<file path="src/rtl/hubcfg_pkg.sv">
package hubcfg_pkg;
    localparam int DATA_W     = 8;
    localparam int ADDR_W     = 8;
    localparam int NUM_REGS   = 8;
    localparam int N_PORTS    = 4;
    localparam int SEL_W      = 3;
    localparam int IDX_W      = $clog2(NUM_REGS);
    localparam int IDX_NONREM = 4;
    localparam int IDX_PDIS   = 5;

    typedef logic [DATA_W-1:0] cfg_byte_t;
    typedef logic [NUM_REGS-1:0][DATA_W-1:0] cfg_bank_t;

    function automatic cfg_byte_t reg_default(int idx);
        case (idx)
            0:       return 8'h24;
            1:       return 8'h04;
            2:       return 8'h12;
            3:       return 8'h25;
            6:       return 8'h9B;
            7:       return 8'h01;
            default: return 8'h00;
        endcase
    endfunction

    function automatic cfg_byte_t reg_wmask(int idx);
        cfg_byte_t m;
        m = '1;
        if (idx == IDX_NONREM || idx == IDX_PDIS) begin
            m = '0;
            m[N_PORTS:1] = '1;
        end
        return m;
    endfunction
endpackage

</file>
<file path="src/rtl/hubcfg_load_ctrl.sv">
module hubcfg_load_ctrl
    import hubcfg_pkg::*;
#(
    parameter int SEL_BITS = SEL_W
) (
    input  logic                clk,
    input  logic                rst_n,
    input  logic [SEL_BITS-1:0] cfg_sel,
    output logic                load_pulse,
    output logic                overlay_en,
    output logic                loaded
);
    typedef struct packed {
        logic done;
    } ld_state_t;

    ld_state_t st_d, st_q;

    always_comb begin
        st_d      = st_q;
        st_d.done = 1'b1;
        loaded     = st_q.done;
        load_pulse = !st_q.done;
        overlay_en = load_pulse && (cfg_sel == '0);
    end

    always_ff @(posedge clk or negedge rst_n) begin
        if (!rst_n) st_q <= '0;
        else        st_q <= st_d;
    end
endmodule

</file>
<file path="src/rtl/hubcfg_reg_file.sv">
module hubcfg_reg_file
    import hubcfg_pkg::*;
#(
    parameter int NREG  = NUM_REGS,
    parameter int DW    = DATA_W,
    parameter int AW    = ADDR_W,
    parameter int PORTS = N_PORTS
) (
    input  logic                       clk,
    input  logic                       rst_n,
    input  logic                       load_pulse,
    input  logic                       overlay_en,
    input  logic [PORTS-1:0]           strap_nonrem,
    input  logic [PORTS-1:0]           strap_port_dis,
    input  logic                       wr_go,
    input  logic [AW-1:0]              addr,
    input  logic [DW-1:0]              wr_data,
    output logic [NREG-1:0][DW-1:0]    regs
);
    localparam int IW = $clog2(NREG);

    typedef struct packed {
        logic [NREG-1:0][DW-1:0] r;
    } bank_st_t;

    bank_st_t bank_d, bank_q;
    logic     addr_hit;
    logic [IW-1:0] addr_idx;

    assign addr_hit = (addr < AW'(NREG));
    assign addr_idx = addr[IW-1:0];

    always_comb begin
        bank_d = bank_q;
        for (int i = 0; i < NREG; i++) begin
            if (load_pulse) begin
                bank_d.r[i] = reg_default(i);
            end else if (wr_go && addr_hit && addr_idx == IW'(i)) begin
                bank_d.r[i] = wr_data & reg_wmask(i);
            end
        end
        if (overlay_en) begin
            bank_d.r[IDX_NONREM][PORTS:1] = strap_nonrem;
            bank_d.r[IDX_PDIS][PORTS:1]   = strap_port_dis;
        end
    end

    always_ff @(posedge clk or negedge rst_n) begin
        if (!rst_n) begin
            for (int i = 0; i < NREG; i++) bank_q.r[i] <= reg_default(i);
        end else begin
            bank_q <= bank_d;
        end
    end

    assign regs = bank_q.r;
endmodule

</file>
<file path="src/rtl/hubcfg_rd_mux.sv">
module hubcfg_rd_mux
    import hubcfg_pkg::*;
#(
    parameter int NREG = NUM_REGS,
    parameter int DW   = DATA_W,
    parameter int AW   = ADDR_W
) (
    input  logic [NREG-1:0][DW-1:0] regs,
    input  logic [AW-1:0]           addr,
    output logic [DW-1:0]           rd_data
);
    localparam int IW = $clog2(NREG);

    always_comb begin
        rd_data = '0;
        if (addr < AW'(NREG)) rd_data = regs[addr[IW-1:0]];
    end
endmodule

</file>
<file path="src/rtl/hubcfg_regbank.sv">
module hubcfg_regbank
    import hubcfg_pkg::*;
#(
    parameter int AW    = ADDR_W,
    parameter int DW    = DATA_W,
    parameter int PORTS = N_PORTS,
    parameter int SELW  = SEL_W
) (
    input  logic             clk,
    input  logic             rst_n,
    input  logic [SELW-1:0]  cfg_sel,
    input  logic [PORTS-1:0] strap_port_dis,
    input  logic [PORTS-1:0] strap_nonrem,
    input  logic             load_allowed,
    input  logic             wr_en,
    input  logic [AW-1:0]    addr,
    input  logic [DW-1:0]    wr_data,
    output logic [DW-1:0]    rd_data
);
    logic                        ld_pulse;
    logic                        ld_overlay;
    logic                        ld_done;
    logic                        wr_go;
    logic [NUM_REGS-1:0][DW-1:0] bank_regs;

    hubcfg_load_ctrl #(.SEL_BITS(SELW)) u_load (
        .clk        (clk),
        .rst_n      (rst_n),
        .cfg_sel    (cfg_sel),
        .load_pulse (ld_pulse),
        .overlay_en (ld_overlay),
        .loaded     (ld_done)
    );

    assign wr_go = wr_en && load_allowed && ld_done;

    hubcfg_reg_file #(.NREG(NUM_REGS), .DW(DW), .AW(AW), .PORTS(PORTS)) u_regs (
        .clk            (clk),
        .rst_n          (rst_n),
        .load_pulse     (ld_pulse),
        .overlay_en     (ld_overlay),
        .strap_nonrem   (strap_nonrem),
        .strap_port_dis (strap_port_dis),
        .wr_go          (wr_go),
        .addr           (addr),
        .wr_data        (wr_data),
        .regs           (bank_regs)
    );

    hubcfg_rd_mux #(.NREG(NUM_REGS), .DW(DW), .AW(AW)) u_rd (
        .regs    (bank_regs),
        .addr    (addr),
        .rd_data (rd_data)
    );
endmodule

</file>
<file path="config.mk">
export PLATFORM = sky130hd
export DESIGN_NAME = hubcfg_regbank
export DESIGN_NICKNAME = d
export VERILOG_FILES = /design/src/rtl/hubcfg_pkg.sv /design/src/rtl/hubcfg_load_ctrl.sv /design/src/rtl/hubcfg_reg_file.sv /design/src/rtl/hubcfg_rd_mux.sv /design/src/rtl/hubcfg_regbank.sv
export SDC_FILE = /design/constraint.sdc
export NUM_CORES = 1
export LEC_CHECK = 0
export ABC_CLOCK_PERIOD_IN_PS = 2500
export BUFFER_PORTS_ARGS = -buffer_cell sky130_fd_sc_hd__buf_2
export CORE_ASPECT_RATIO = 0.9
export CORE_UTILIZATION = 55
export DETAILED_ROUTE_END_ITERATION = 16
export GPL_ROUTABILITY_DRIVEN = 0
export GPL_TIMING_DRIVEN = 0
export HOLD_SLACK_MARGIN = 0.15
export PLACE_DENSITY = 0.85
export SETUP_SLACK_MARGIN = 0.15
export SYNTH_ARGS = -nofsm -noshare
export SYNTH_HDL_FRONTEND = slang
export SYNTH_HIERARCHICAL = 1
export SYNTH_SLANG_ARGS = --single-unit
export TNS_END_PERCENT = 50
</file>
<file path="constraint.sdc">
create_clock -name clk -period 2.5 [get_ports clk]
set_input_delay 0.5 -clock clk [delete_from_list [all_inputs] [get_ports clk]]
set_output_delay 0.5 -clock clk [all_outputs]
set_load 0.01 [all_outputs]
</file>
; Yosys cells after proc, flatten, opt, wreduce, memory -nomap -nowiden
; Cells that the tools add are included.
[totals]
reg_bits = 65
input_bits = 31
output_inout_bits = 8
elab_cells = 72
[classes]
order_cmp = 2
eq_ne = 17
muxes = 25
bitwise = 2
reduce_logical = 15
[op_table]
columns = operator, n
row1 = two-way mux 8 bit, 22
row2 = binary-select mux 8 bit (select 3 bit), 1
row3 = AND 8 bit, 2
row4 = "inequality test 2 x 1 -> 1 bit, second input constant", 8
row5 = "== test 3 bit, second input constant", 4
row6 = logical AND 1 bit, 12
row7 = "less-than comparator 8 x 4 -> 1 bit, second input constant", 1
row8 = two-way mux 4 bit, 2
row9 = "== test 3 x 2 -> 1 bit, second input constant", 2
row10 = zero test 3 bit, 2
row11 = "inequality test 3 x 2 -> 1 bit, second input constant", 2
row12 = "less-than comparator 3 x 4 -> 1 bit, second input constant", 1
row13 = "== test 3 x 1 -> 1 bit, second input constant", 1
row14 = zero test 1 bit, 1

; Logic depth before layout (Yosys ltp)
; Gate-level depths: netlist of run 1.
[logic_depth]
word_depth = 10
ltp_mapped = 6
ltp_nobuf = 4

; Modules after synthesis
; The synthesis of run 1 kept the hierarchy.
[modules_own_cells]
columns = module, n_inst, cells_per_inst, area_each_um2, seq_area_each_um2
row1 = hubcfg_reg_file, 1, 235, 2721.4, 1418.9
row2 = hubcfg_rd_mux, 1, 69, 608.1, 0.0
row3 = hubcfg_load_ctrl, 1, 4, 45.0, 25.0
row4 = hubcfg_regbank, 1, 1, 6.3, 0.0

; Worst setup path before layout of run 1
; Ideal clock, no wire load.
[synth_timing]
kind = input -> register
start = in addr[7]
end = reg u_regs.bank_q, in the netlist u_regs/regs[54]
setup_ns = 0.128
arrival_ns = 1.797
required_time_ns = 2.372
path_slack_ns = 0.575
path_stages = 5
path_buffers = 2
cell_sequence = or4_1 -> buf_2 -> or3_1 -> buf_2 -> mux2i_1
[synth_between]
elab_chain_cells = 4
[synth_rtl]
columns = element, line_no
row1 = start: declaration, hubcfg_regbank.sv:16  ; input logic [AW-1:0] addr,
row2 = less-than comparator 8 x 4 -> 1 bit, hubcfg_reg_file.sv:30  ; assign addr_hit = (addr < AW'(NREG));
row3 = logical AND 1 bit (2 in series), hubcfg_reg_file.sv:38  ; end else if (wr_go && addr_hit && addr_idx == IW'(i)) begin
row4 = inequality test 2 x 1 -> 1 bit (no source line), --
row5 = end signal: assignment, hubcfg_reg_file.sv:52  ; bank_q <= bank_d;
row6 = end: declaration, hubcfg_reg_file.sv:26  ; bank_st_t bank_d, bank_q;
; No other way between the ends.
; A chain may end at the register's enable or synchronous reset.

; Worst setup path in the final report of run 1
[layout_timing]
start = in addr[0]
end = out rd_data[2]
[layout_between]
elab_chain_cells = 3
elab_cells_between_ends = 4
cone_classes = order compare: 1 / mux: 3
[layout_rtl]
columns = element, line_no
row1 = "parallel branches: the longest is 2 deep, another holds less-than comparator 8 x 4 -> 1 bit", --
row2 = two-way mux 8 bit (*), hubcfg_rd_mux.sv:16  ; if (addr < AW'(NREG)) rd_data = regs[addr[IW-1:0]];
row3 = end: declaration, hubcfg_regbank.sv:18  ; output logic [DW-1:0] rd_data
; Every way passes the cells marked *. The select of a mux whose other input is x is not followed.

==> results of run 1 <==
cell type report:
type / count / area (um^2)
buffer: 27 / 188.9
clock buffer: 14 / 172.7
clock inverter: 2 / 35.03
fill: 456 / 1894
inverter: 1 / 3.754
multi-input combinational: 231 / 1772
sequential: 57 / 1444
tap: 70 / 87.58
timing repair buffer: 38 / 192.7
per-stage QoR:
stage / hold WS [ns] / total power, mW / cell area (um^2) / util, % / instances
2_1_floorplan: 0.2044 / 1.082 / 3407 / - / 316
3_3_place_gp: 0.4967 / 1.166 / 3685 / 63.63 / 424
3_5_place_dp: 0.5034 / 1.171 / 3685 / 63.63 / 424
4_1_cts: 0.4291 / 2.074 / 3892 / 67.22 / 440
5_1_grt: 0.2748 / 2.127 / 3896 / 67.29 / 440
6_report: 0.2110 / 2.063 / 3896 / 67.29 / 440
state kept, by name, indices dropped and copies added, names as in the netlist:
signal,cells
u_regs/regs,56
u_load/loaded,1
cell usage in the layout, fill, tap and decap left out, types with 9 or more instances in the layout:
master and n:
nor2_1 25, buf_2 40, clkbuf_1 12, buf_4 9, nor3_1 10, nand2b_1 44
conb_1 9, dfstp_2 14, mux2_2 16, mux2i_1 72, clkbuf_8 12, a22oi_1 16
dfrtp_1 43
critical path, stage by stage:
cell,delay (ns)
buf_2,0.13
buf_6,0.14
buf_8,0.15
mux2_2,0.23
o22ai_1,0.08
nor3_1,0.32
buf_2,0.20
logic make-up (layout without fill, tap and decap cells):
family,count (synthesis),in the layout,share of synthesized area (%)
AND/OR/NAND/NOR,102,102,17.65
multiplexers,88,88,26.65
flip-flops,57,57,42.71
AO/OA/AOI/OAI,32,32,7.106
buffers and inverters,28,82,5.662
other,2,9,0.2221
routing by layer:
metal | vias to the layer above | GRT usage, %
li1 | 1202 | -
met1 | 1273 | 37.87
met2 | 77 | 44.07
met3 | 12 | 3.575
met4 | 0 | 11.36
met5 | - | 0
power by group through the flow:
stage	clock (mW)	combinational, mW	sequential (mW)
final	0.903	0.227	0.933
after global routing	0.948	0.246	0.933
after CTS	0.917	0.224	0.933
after detailed placement	0	0.222	0.949
after global placement	0	0.218	0.948
after floorplan	0	0.134	0.948
worst max-delay path by stage:
stage	to	slack (ns)	depth (start not counted)
finish	rd_data[2]	0.25	7
global route	rd_data[5]	0.20	7
CTS	rd_data[2]	0.24	6
detailed placement	u_regs/regs[13]	0.10	4
global placement	u_regs/regs[26]	0.18	4
floorplan	u_regs/regs[54]	0.57	5
==> flow_summary.toml, run 1 <==
[run_status]
status = "finished, final reports clean"

[synth]
yosysTopAreaCell = "dfrtp_1"
syn_inst = 309
avgSynthCellArea_um2 = 10.94
ys_top_cells_by_count = "72 x mux2i_1, 44 x nand2b_1, 43 x dfrtp_1"
synth_cell_types = 33
synth-edff-count = 0
synth_top_area_share_pct = 31.83
yosys_most_used_dff = "dfrtp_1"
ys_warn_count = 6
ys_seq_area_share_pct = 42.71
ys_async_sr_fraction_pct = 100.0
yosys.cell_count.top_type = "mux2i_1"
synth_seq_cells = 57
netlist_area_um2 = 3381
ys_top_cells_by_area = "dfrtp_1 32%, mux2i_1 21%, dfstp_2 11%, nand2b_1 8.1%, mux2_2 5.3%"

[die]
std_cell_rows = 26
die_y_um = 76.38
die_area_um2 = 6465
start_util_pct = 58.38
die_x_um = 84.64
core_um2 = 5791
io_pins = 39

[global_route]
grt_pass1_wl_um = 13430
grt_pass1_vias = 2665
grt_overflow_total = 0
grt_max_degree = 58
groute.usage.overall_pct = 27.50
antenna_found_initial = 0

[power_and_ir_drop]
p_per_area_nw_per_um2 = 529.4
p_sw_share_pct = 24.04
pwr-share-comb_pct = 11.0
seqPwrFrac_pct = 45.2
switching_power_mw = 0.4960
p_clk_share_pct = 43.8
p_leak_nw = 1.943
power.internal_mw = 1.567
irDropWorstVdd_mv = 0.3037

[worst_setup_path]
startpoint = "addr[0]"
r2r_end = "u_regs/regs[55]"
critPathArrivalTime_ns = 1.75
crit-reg2reg-launch = "u_load/loaded"
cp.required_ns = 2.00
reg2reg_slack_ns = 0.48
reg2regPathDepth = 6
crit_path_end_kind = "output pin"
criticalPathCategory = "primary input to output pin"
startpoint_type = "primary input"
crit_fanout = 10

[timing]
fin_skew_ns = 0.002339
hold_viol_final = 0
fin_crit_sh_pct = 90.08
slew_violations = 0
finalSetupViolCount = 0
relSlewSlack_pct = 30.74
rsz0062_at_grt = "no"
final.setup.tns_ns = 0
tightest_slew_ns = 1.029
fmaxAchievable_ghz = 0.4440
finalCriticalPeriod_ns = 2.252
setup_ws_ns = 0.2480

[clocking]
cts_inserted_buffers = 9
clock_latency_ns = 0.34
clk_path_buf_depth = 2
numClockSinks = 57
clkTransAtPathRegs_ns = 0.06
htreeDepth = 3
cts_tree = "yes"
cts_hold_buf = 0
post_cts_buffers = 0
ctsResizeCount = 0
clock-root-buffer = "clkbuf_8"

[routing]
dr.max_layer_used = "met4"
wl_met2_um = 4007
firstDrtPassIters = 4
route.detailed.drc = 0
wl_met3_um = 421
postRouteAntennaNets = 0
wire_per_inst_um = 18.61
vias = 2564
drt_wl_total_um = 8187
wl_met1_um = 3614
drt_iter0_markers = 263
viasPerCell = 5.827

[layout]
final_nets = 396
syn2layout_area_growth_pct = 15.25
drive_gt1_share_pct = 29.19
diodes = 0

[job]
drv_cap = 0

[min_path]
min_path_type = "primary input to asynchronous set/reset pin"

[placed_design]
pre_cts_slack_ns = 0.1020
post-dp-hpwl_um = 5651
port_buffers = 38
No activity file was read; power rests on OpenSTA's default activity.
==> run 2, diff against run 1 <==
--- a/config.mk
+++ b/config.mk
@@ -9,11 +9,12 @@
 export BUFFER_PORTS_ARGS = -buffer_cell sky130_fd_sc_hd__buf_2
 export CORE_ASPECT_RATIO = 0.9
 export CORE_UTILIZATION = 55
+export CTS_CLUSTER_DIAMETER = 200
 export DETAILED_ROUTE_END_ITERATION = 16
 export GPL_ROUTABILITY_DRIVEN = 0
 export GPL_TIMING_DRIVEN = 0
 export HOLD_SLACK_MARGIN = 0.15
-export PLACE_DENSITY = 0.85
+export PLACE_DENSITY_LB_ADDON = 0.15
 export SETUP_SLACK_MARGIN = 0.15
 export SYNTH_ARGS = -nofsm -noshare
 export SYNTH_HDL_FRONTEND = slang
==> run 2 against run 1 <==
Against the previous run:
- count of clock-buffer cells in the layout did not move
- register-to-register slack got worse by 0.05 ns
- non-clock buffer count is the same
- setup slack got worse by 0.0044 ns
- global-route usage increased by 2.3 points
- sequential share of layout area unchanged
- largest power group unchanged
==> flow_summary.toml, run 2 (synthesis gave the netlist of run 1 again) <==
[run_status]
status = "finished, final reports clean"

[power_and_ir_drop]
p_sw_share_pct = 24.32
p_leak_nw = 1.943
p_clk_share_pct = 43.9
irDropWorstVdd_mv = 0.3662
p_per_area_nw_per_um2 = 531.4
seqPwrFrac_pct = 45.0
power.internal_mw = 1.567
fin_total_pwr_mw = 2.070
pwr-share-comb_pct = 11.1
switching_power_mw = 0.5035

[layout]
largest_reg_flops = 56
drive_gt1_share_pct = 29.19
final_cell_mix = "72 x mux2i_1, 44 x nand2b_1, 43 x dfrtp_1"
diodes = 0
final_common_cell = "mux2i_1"
final_nets = 396
syn2layout_area_growth_pct = 15.25

[global_route]
grt_overflow_total = 0
grt_pass1_vias = 2785
antenna_found_initial = 0
grt_pass1_wl_um = 14350
groute.usage.overall_pct = 29.84
grt_max_degree = 58

[worst_setup_path]
cp.required_ns = 2.00
crit-reg2reg-launch = "u_load/loaded"
r2r_end = "u_regs/regs[29]"
critPathArrivalTime_ns = 1.76
crit_fanout = 8
startpoint_type = "primary input"
reg2reg_slack_ns = 0.43
crit_path_end_kind = "output pin"
reg2regPathDepth = 6
criticalPathCategory = "primary input to output pin"
startpoint = "addr[1]"

[timing]
finalSetupViolCount = 0
relSlewSlack_pct = 30.86
finalCriticalPeriod_ns = 2.256
fmaxAchievable_ghz = 0.4432
final.setup.tns_ns = 0
fin_skew_ns = 0.003995
hold_viol_final = 0
tightest_slew_ns = 1.028
rsz0062_at_grt = "no"
fin_crit_sh_pct = 90.26
slew_violations = 0

[clocking]
clkTransAtPathRegs_ns = 0.06
cts_hold_buf = 0
cts_inserted_buffers = 9
clk_path_buf_depth = 2
clock-root-buffer = "clkbuf_8"
cts_tree = "yes"
htreeDepth = 3
numClockSinks = 57
clock_latency_ns = 0.34

[routing]
drt_iter0_markers = 149
route.detailed.drc = 0
postRouteAntennaNets = 0
viasPerCell = 5.900
wire_per_inst_um = 19.88
firstDrtPassIters = 6
drt_wl_total_um = 8745
vias = 2596

[placed_design]
post-dp-hpwl_um = 5781
port_buffers = 38

[die]
start_util_pct = 58.38
die_area_um2 = 6465
std_cell_rows = 26
die_x_um = 84.64
die_y_um = 76.38
io_pins = 39
core_um2 = 5791

[job]
drv_cap = 0

[min_path]
min_path_type = "primary input to asynchronous set/reset pin"
-- run 2: layer usage --
layer	vias up	part of all wire (%)	GRT usage, %
met1	1290	42	39.64
met3	10	8.3	7.584
met2	92	48	47.32
li1	1204	-	-
met5	-	0	0
met4	0	1.5	11.02
-- run 2: cell type report --
type,count,area [um^2]
clock inverter,2,35.03
fill,484,1894
inverter,1,3.754
clock buffer,14,172.7
buffer,27,188.9
timing repair buffer,38,192.7
multi-input combinational,231,1772
sequential,57,1444
tap,70,87.58
-- run 2: how the worst max path moves through the flow --
stage	endpoint	slack [ns]	cells after the start
after floorplan	u_regs/regs[54]	0.57	5
after detailed placement	u_regs/regs[17]	0.09	4
final	rd_data[4]	0.24	5
after global placement	u_regs/regs[58]	0.14	5
after global routing	rd_data[2]	0.18	5
after CTS	rd_data[5]	0.24	6
-- run 2: per-stage QoR --
stage / utilization [%] / instances / setup WS [ns] / area, um^2 / hold WS (ns)
2_1_floorplan: - / 316 / 0.5747 / 3407 / 0.2044
3_3_place_gp: 63.63 / 424 / 0.1443 / 3685 / 0.4965
3_5_place_dp: 63.63 / 424 / 0.08805 / 3685 / 0.5093
4_1_cts: 67.22 / 440 / 0.2386 / 3892 / 0.4266
5_1_grt: 67.29 / 440 / 0.1792 / 3896 / 0.2668
6_report: 67.29 / 440 / 0.2435 / 3896 / 0.2224
-- run 2: repair_timing --
| action | in CTS | in global routing |
|---|---|---|
| setup endpoints to repair | 0 | 1 |
| resized for setup | 0 | 1 |
| buffers inserted | 0 | 0 |
-- run 2: power by group through the flow --
stage	Clock, mW	Sequential, mW	Combinational, mW
2_1_floorplan	0	0.948	0.134
3_5_place_dp	0	0.949	0.225
5_1_grt	0.968	0.933	0.250
3_3_place_gp	0	0.949	0.222
6_report	0.908	0.933	0.229
4_1_cts	0.920	0.933	0.227
-- run 2: critical path: stages --
cell and delay (ns):
buf_2 0.14, nor2_1 0.63, a22o_1 0.27, nor3_1 0.05, buf_2 0.16
